===== src/rtl/alu8_pkg.sv =====
package alu8_pkg;
    typedef enum logic [3:0] {
        OP_PASS = 4'd0,
        OP_ADD  = 4'd1,
        OP_SUB  = 4'd2,
        OP_CMP  = 4'd3,
        OP_AND  = 4'd4,
        OP_OR   = 4'd5,
        OP_XOR  = 4'd6,
        OP_TST  = 4'd7,
        OP_ROR  = 4'd8,
        OP_SHL  = 4'd9,
        OP_SHR  = 4'd10
    } alu_op_e;

    typedef enum logic [1:0] {
        BW_AND = 2'd0,
        BW_OR  = 2'd1,
        BW_XOR = 2'd2
    } bw_sel_e;

    typedef enum logic [1:0] {
        SH_ROR = 2'd0,
        SH_SHL = 2'd1,
        SH_SHR = 2'd2
    } sh_sel_e;

    localparam int FLAG_W = 8;
    localparam int FLG_C  = 7;
    localparam int FLG_Z  = 6;
    localparam int FLG_S  = 5;
    localparam int FLG_V  = 4;
endpackage


===== src/rtl/alu8_addsub.sv =====
module alu8_addsub #(
    parameter int WIDTH = 8
) (
    input  logic [WIDTH-1:0] a,
    input  logic [WIDTH-1:0] b,
    input  logic             sub,
    output logic [WIDTH-1:0] sum,
    output logic             cout,
    output logic             ovf
);
    localparam int MSB = WIDTH - 1;

    logic [WIDTH-1:0] b_eff;
    logic [WIDTH:0]   wide;

    always_comb begin
        b_eff = sub ? ~b : b;
        wide  = {1'b0, a} + {1'b0, b_eff} + {{WIDTH{1'b0}}, sub};
        sum   = wide[WIDTH-1:0];
        cout  = wide[WIDTH];
        // same-sign inputs to the adder producing a different sign
        ovf   = (a[MSB] == b_eff[MSB]) && (sum[MSB] != a[MSB]);
    end
endmodule


===== src/rtl/alu8_bitwise.sv =====
module alu8_bitwise #(
    parameter int WIDTH = 8
) (
    input  logic [WIDTH-1:0]       a,
    input  logic [WIDTH-1:0]       b,
    input  alu8_pkg::bw_sel_e      sel,
    output logic [WIDTH-1:0]       y
);
    import alu8_pkg::*;

    always_comb begin
        unique case (sel)
            BW_OR:   y = a | b;
            BW_XOR:  y = a ^ b;
            default: y = a & b;
        endcase
    end
endmodule


===== src/rtl/alu8_shift.sv =====
module alu8_shift #(
    parameter int WIDTH = 8,
    localparam int STAGES = $clog2(WIDTH)
) (
    input  logic [WIDTH-1:0]  a,
    input  logic [STAGES-1:0] amt,
    input  alu8_pkg::sh_sel_e sel,
    output logic [WIDTH-1:0]  y,
    output logic              cout
);
    import alu8_pkg::*;

    logic [WIDTH-1:0] stg [0:STAGES];

    assign stg[0] = a;

    // logarithmic rotate: stage k rotates by 2**k when amt[k] is set
    for (genvar k = 0; k < STAGES; k++) begin : g_rot
        localparam int D = 1 << k;
        assign stg[k+1] = amt[k] ? {stg[k][D-1:0], stg[k][WIDTH-1:D]} : stg[k];
    end

    always_comb begin
        unique case (sel)
            SH_SHL: begin
                y    = {a[WIDTH-2:0], 1'b0};
                cout = a[WIDTH-1];
            end
            SH_SHR: begin
                y    = {1'b0, a[WIDTH-1:1]};
                cout = a[0];
            end
            default: begin
                y    = stg[STAGES];
                cout = 1'b0;
            end
        endcase
    end
endmodule


===== src/rtl/alu8_core.sv =====
module alu8_core #(
    parameter int WIDTH = 8,
    localparam int OPW = 4
) (
    input  logic [WIDTH-1:0] opd_a,
    input  logic [WIDTH-1:0] opd_b,
    input  logic [OPW-1:0]   op_sel,
    input  logic [7:0]       flags_in,
    output logic [WIDTH-1:0] result,
    output logic [7:0]       flags_out,
    output logic             wr_en
);
    import alu8_pkg::*;

    localparam int STAGES = $clog2(WIDTH);

    alu_op_e          op;
    logic             is_sub;
    logic [WIDTH-1:0] as_sum;
    logic             as_c;
    logic             as_v;
    bw_sel_e          bw_sel;
    logic [WIDTH-1:0] bw_y;
    sh_sel_e          sh_sel;
    logic [WIDTH-1:0] sh_y;
    logic             sh_c;

    logic             upd_zs;
    logic             upd_cv;
    logic             c_new;
    logic             v_new;

    assign op     = alu_op_e'(op_sel);
    assign is_sub = (op == OP_SUB) || (op == OP_CMP);

    always_comb begin
        unique case (op)
            OP_OR:   bw_sel = BW_OR;
            OP_XOR:  bw_sel = BW_XOR;
            default: bw_sel = BW_AND;
        endcase
        unique case (op)
            OP_SHL:  sh_sel = SH_SHL;
            OP_SHR:  sh_sel = SH_SHR;
            default: sh_sel = SH_ROR;
        endcase
    end

    alu8_addsub #(.WIDTH(WIDTH)) u_addsub (
        .a    (opd_a),
        .b    (opd_b),
        .sub  (is_sub),
        .sum  (as_sum),
        .cout (as_c),
        .ovf  (as_v)
    );

    alu8_bitwise #(.WIDTH(WIDTH)) u_bitwise (
        .a   (opd_a),
        .b   (opd_b),
        .sel (bw_sel),
        .y   (bw_y)
    );

    alu8_shift #(.WIDTH(WIDTH)) u_shift (
        .a    (opd_a),
        .amt  (opd_b[STAGES-1:0]),
        .sel  (sh_sel),
        .y    (sh_y),
        .cout (sh_c)
    );

    // operation decode: selects result, write-back and which flags change
    always_comb begin
        result = opd_a;
        wr_en  = 1'b0;
        upd_zs = 1'b0;
        upd_cv = 1'b0;
        c_new  = flags_in[FLG_C];
        v_new  = flags_in[FLG_V];
        unique case (op)
            OP_PASS: begin
                result = opd_b;
                wr_en  = 1'b1;
                upd_zs = 1'b1;
            end
            OP_ADD, OP_SUB, OP_CMP: begin
                result = as_sum;
                wr_en  = (op != OP_CMP);
                upd_zs = 1'b1;
                upd_cv = 1'b1;
                c_new  = as_c;
                v_new  = as_v;
            end
            OP_AND, OP_OR, OP_XOR, OP_TST: begin
                result = bw_y;
                wr_en  = (op != OP_TST);
                upd_zs = 1'b1;
            end
            OP_ROR: begin
                result = sh_y;
                wr_en  = 1'b1;
                upd_zs = 1'b1;
            end
            OP_SHL, OP_SHR: begin
                result = sh_y;
                wr_en  = 1'b1;
                upd_zs = 1'b1;
                upd_cv = 1'b1;
                c_new  = sh_c;
                v_new  = sh_y[WIDTH-1] ^ opd_a[WIDTH-1];
            end
            default: begin
                result = opd_a;
            end
        endcase
    end

    // flag merge: start from the incoming byte, overwrite owned bits
    always_comb begin
        flags_out = flags_in;
        if (upd_zs) begin
            flags_out[FLG_Z] = ~|result;
            flags_out[FLG_S] = result[WIDTH-1];
        end
        if (upd_cv) begin
            flags_out[FLG_C] = c_new;
            flags_out[FLG_V] = v_new;
        end
    end
endmodule


===== config.mk =====
export PLATFORM = sky130hd
export DESIGN_NAME = alu8_core
export DESIGN_NICKNAME = d
export VERILOG_FILES = /design/src/rtl/alu8_pkg.sv /design/src/rtl/alu8_addsub.sv /design/src/rtl/alu8_bitwise.sv /design/src/rtl/alu8_shift.sv /design/src/rtl/alu8_core.sv
export SDC_FILE = /design/constraint.sdc
export NUM_CORES = 1
export LEC_CHECK = 0
export CAP_MARGIN = 5
export CORE_ASPECT_RATIO = 1.25
export CORE_MARGIN = 2
export CORE_UTILIZATION = 44
export DETAILED_ROUTE_END_ITERATION = 10
export PLACE_DENSITY = 0.79
export SYNTH_ARGS = -nofsm -noshare
export SYNTH_HDL_FRONTEND = slang
export SYNTH_SLANG_ARGS = --single-unit

===== constraint.sdc =====
create_clock -name vclk -period 5.46
set_input_delay 1.092 -clock vclk [all_inputs]
set_output_delay 1.092 -clock vclk [all_outputs]
set_load 0.05 [all_outputs]

* Word level (Yosys, flattened, before mapping)
Cells that the tools add are included.
** Word-level totals
- Register bits :: 0
- Output and inout port bits :: 17
** Cells by class
- Muxes and demuxes :: 18
- Add/sub/neg operators :: 2
- Bitwise logic cells :: 5
- Equal/unequal tests :: 18
- Reduce and logical (&&, ||, !) cells :: 12
** Operators with widths (number)
- 2-to-1 mux 8 bit :: 4
- one-hot mux 8 bit (2 select lines) :: 2
- one-hot mux 8 bit (4 select lines) :: 1
- == test 4 x 3 -> 1 bit (second input constant) :: 4
- == test 4 bit (second input constant) :: 3
- OR reduction 11 bit :: 1
- adder 8 x 8 -> 9 bit :: 1
- adder 9 x 1 -> 9 bit :: 1
- AND 8 bit :: 1
- == test 4 x 2 -> 1 bit (second input constant) :: 2
- NOT 8 bit :: 1
- OR 8 bit :: 1
- one-hot mux 2 bit (2 select lines) :: 2
- OR reduction 4 bit :: 2
- OR reduction 8 bit :: 1
- bitwise XOR 8 bit :: 1
- one-hot mux 1 bit (2 select lines) :: 3
- OR reduction 3 bit :: 2
- OR reduction 5 bit :: 1
- == test 2 x 1 -> 1 bit (second input constant) :: 2
- == test 2 bit (second input constant) :: 2
- == test 4 x 1 -> 1 bit (second input constant) :: 1
- logical NOT 4 bit :: 1
- 2-to-1 mux 1 bit :: 4
- 11 further kinds :: 11

* Longest topological paths before layout
- Word-level depth :: 9
- Gate-level depth with buffers :: 14
- Depth with buffers taken out :: 10

* Hierarchy
Synthesis repeated with hierarchy kept, for this count alone.
** Second synthesis, totals
- Cells, all modules :: 278
- Area, all modules :: 2103.3 um2
** By module, submodules not included
- alu8_core :: sequential area each 0.0 um2, instances 1, area an instance 676.9 um2, cells an instance 104
- alu8_bitwise :: sequential area each 0.0 um2, instances 1, area an instance 481.7 um2, cells an instance 70
- alu8_shift :: sequential area each 0.0 um2, instances 1, area an instance 474.2 um2, cells an instance 44
- alu8_addsub :: sequential area each 0.0 um2, instances 1, area an instance 470.5 um2, cells an instance 60

* Least setup slack after synthesis
Ideal clock, no wire load.
- Path type :: input to output
- Start point :: in op_sel[2]
- End point :: out flags_out[6]
- Stages :: 11
- Path slack :: -0.688 ns
- Data required time :: 4.368 ns
- Arrival :: 5.056 ns
- Cells stage by stage :: clkbuf_1 -> or3b_2 -> buf_2 -> xnor2_1 -> fa_1 -> xnor2_1 -> nor3_1 -> o41ai_1 -> a22oi_1 -> or4_1 -> o41ai_2
** Between the ends
- Cells in the longest elaborated chain, start to end :: 9
- Elaborated cells on any way between the ends :: 32
** Ends and longest elaborated chain
- start, declared :: RTL line alu8_core.sv:7 : input logic [OPW-1:0] op_sel,
- == test 4 x 2 -> 1 bit :: RTL line alu8_core.sv:34, alu8_core.sv:81
- logical OR 1 bit :: RTL line alu8_core.sv:34 : assign is_sub = (op == OP_SUB) || (op == OP_CMP);
- 2-to-1 mux 8 bit :: RTL line alu8_addsub.sv:17 : b_eff = sub ? ~b : b;
- adder 8 x 8 -> 9 bit :: RTL line alu8_addsub.sv:18 : wide = {1'b0, a} + {1'b0, b_eff} + {{WIDTH{1'b0}}, sub};
- adder 9 x 1 -> 9 bit :: RTL line alu8_addsub.sv:18
- one-hot mux 8 bit (4 select lines) * :: RTL line alu8_core.sv:81 : unique case (op)
- named net result[2] :: RTL line alu8_core.sv:9 : output logic [WIDTH-1:0] result,
- OR reduction 8 bit * :: RTL line alu8_core.sv:123 : flags_out[FLG_Z] = ~|result;
- logical NOT 1 bit * :: RTL line alu8_core.sv:123
- 2-to-1 mux 2 bit * :: RTL line alu8_core.sv:122 : if (upd_zs) begin
- end, declared :: RTL line alu8_core.sv:10 : output logic [7:0] flags_out,
Mark *: on every way through the listed nets, which the timed path passes. The rest lies on a longest branch.

* Worst setup path in the final report
- Start point :: in op_sel[0]
- End point :: out flags_out[6]
** Between the ends
- Cells in the longest elaborated chain, start to end :: 9
- Elaborated cells on any way between the ends :: 32
** Ends and longest elaborated chain (RTL line)
- == test 4 x 2 -> 1 bit :: alu8_core.sv:34, alu8_core.sv:81
- logical OR 1 bit :: alu8_core.sv:34
- 2-to-1 mux 8 bit :: alu8_addsub.sv:17
- adder 8 x 8 -> 9 bit :: alu8_addsub.sv:18
- adder 9 x 1 -> 9 bit :: alu8_addsub.sv:18
- one-hot mux 8 bit (4 select lines) :: alu8_core.sv:81
- OR reduction 8 bit :: alu8_core.sv:123
- logical NOT 1 bit :: alu8_core.sv:123
- 2-to-1 mux 2 bit * :: alu8_core.sv:122
Every way passes the cells marked *; elsewhere a longest branch is shown, timed or not.

==> results_dict.tcl <==
set metrics [dict create \
    status "completed" \
    fmax_mhz 188 \
    crit_arrival_ps 4240 \
    num_rows 27 \
    hpwl_mm 5.41 \
    cpMaxStageDelayCell "or4_4" \
    min_path_cells 0 \
    rsz0062_at_grt "no" \
    p_per_area_mw_per_mm2 124 \
    seq_area_um2 0 \
    die_x_um 64.0 \
    start_util_pct 45.4 \
    place_ws_ps -83.7 \
    grt_pass1_vias 2246 \
    overflow 0 \
    ir_drop_uv 86.6 \
    crit_type "in -> out" \
    setup.worst_path.end_class "output pin" \
    syn_area_mm2 0.00198 \
    routedWlPerCell_um 18.0 \
    dp.cells 371 \
    antenna_found_initial 0 \
    cts_setup_buffers 0 \
    syn_to_final_growth_pct 38.1 \
    wl_mm 6.66 \
    coreArea_mm2 0.00436 \
    fin_cells 371 \
    viasPerCell 6.26 \
    grt_pass1_wl_mm 10.7 \
    nFillCells 374 \
    hold_ws_ps 2180 \
    grt_use_total_pct 26.3 \
    drtAntennaViolNets 0 \
    cpPeakStageDelay_ps 540 \
    vias 2322 \
    setup_slack_ps 128 \
    ys_seq_area_share_pct 0 \
    nNetsFinal 373 \
    cp-start-kind "input pin" \
    dieArea_mm2 0.00505 \
    drtIter0Drc 163 \
    cap_violations 0 \
    synth_cell_types 59 \
    tightestPinTransition_ps 893 \
    nFlopsAndLatches 0 \
    avgSynthCellArea_um2 7.49 \
    syn_inst 264 \
    power_mw 0.340 \
    dr.pass1.iters 8 \
    postCtsHoldBufs 0 \
    nClkBuffers 0 \
    tns_ps 0 \
    leakage_nw 1.26 \
    drive_above_1_share_pct 26.5 \
    relSlewSlack_pct 39.9 \
    setup_violations 0 \
    final_area_mm2 0.00273 \
    drc 0 \
    cp_cell_sequence "clkdlybuf4s50_1 -> nor2b_2 -> nand2_1 -> ha_1 -> or2b_2 -> o22ai_1 -> nor3_1 -> a211o_2 -> or4_4 -> o41ai_4 -> buf_12" \
    cp_data_required_time_ps 4370 \
    die_h_um 79.0 \
    gp_congestion 1.01 \
    ios 45 \
    path_max_fanout 4 \
    place_area_mm2 0.00265 \
    syn_nets 322 \
    grt_start_max_net_pins 18 \
    yosysWarnings 0 \
    drv_slew 0 \
    finalHoldViolations 0 \
    fin_crit_ps 5330 \
    post-route-util_pct 62.7 \
    port_buffers 37 \
    hold_path_class "in -> out" \
    post-route-period-util_pct 97.7 \
    diodes 0 \
]
worst paths after layout:
path | startpoint | to | slack, ps
max | op_sel[0] | flags_out[6] | 130
min | flags_in[2] | flags_out[2] | 2180
kinds of logic after synthesis:
logic type               after synthesis  share of synthesized area (%)
AND/OR/NAND/NOR                       84                           21.8
AO/OA/AOI/OAI                         74                           27.9
buffers and inverters                 53                           13.9
adder cells (fa/ha/maj)               30                           19.4
multiplexers                          13                           12.7
XOR/XNOR                              10                           4.43
power by group:
part           leakage (nW)  internal, mW  switching (mW)
combinational          1.26         0.154           0.185
clock                     0             0               0
sequential                0             0               0
cell type report:
class / count / area (um2) / share of cell area [%]
Multi-Input combinational cell: 211 / 1830 / 67.1
Timing Repair Buffer: 73 / 718 / 26.3
Inverter: 29 / 109 / 3.99
Tap cell: 58 / 72.6 / 2.66
metal layers:
layer,part of all wire [%],up-vias,GRT usage [%]
met5,0,-,0
met4,4.9,0,12.2
met3,6.5,25,1.42
met2,51,121,48.8
met1,38,1090,30.6
li1,-,1086,-
worst max-delay path: cells and delay by family:
kind | cells | cell delay (ps)
compound gates | 3 | 900
buf+inv | 2 | 660
fa+ha+maj | 1 | 310
simple gates | 5 | 1270
placed cells by master (no fill, tap or decap), drive strengths merged, types with 5 or more instances in the layout:
cell type	Yosys	routed
mux4	8	8
ha	29	29
o21ai	10	10
a221oi	11	11
nand2b	7	7
nand3	6	6
o22ai	6	6
a21oi	9	9
nand2	23	23
nor3	6	6
buf	17	48
inv	29	29
xnor2	10	10
nor2	17	17
dlymetal6s2s	0	5
clkdlybuf4s50	0	20
cell usage after synthesis, drive strengths merged, types with 2 or more instances:
master   count  area, um2
a211oi       3       22.5
a21o         2       15.0
a21oi        9       45.0
a221oi      11       96.3
a22oi        4       30.0
a311oi       3       32.5
a31oi        3       18.8
buf         17        138
clkbuf       7       27.5
ha          29        363
inv         29        109
mux2         2       22.5
mux2i        3       30.0
mux4         8        199
nand2       23       86.3
nand2b       7       43.8
nand3        6       30.0
nand4        2       12.5
nor2        17       66.3
nor2b        4       25.0
nor3         6       30.0
nor4         2       12.5
o2111ai      2       17.5
o211ai       2       15.0
o21ai       10       50.1
o22ai        6       37.5
o311ai       2       17.5
o31ai        4       30.0
o41ai        2       25.0
or2          4       25.0
or3          4       25.0
or3b         2       17.5
or4          2       15.0
xnor2       10       87.6
timing repair:
| item | in CTS | in global routing |
|---|---|---|
| gates cloned | 0 | 0 |
| pin swaps | 1 | 4 |
| resized for setup | 4 | 17 |
| endpoints found under the setup margin | 1 | 1 |
No activity file was read; power rests on OpenSTA's default activity.
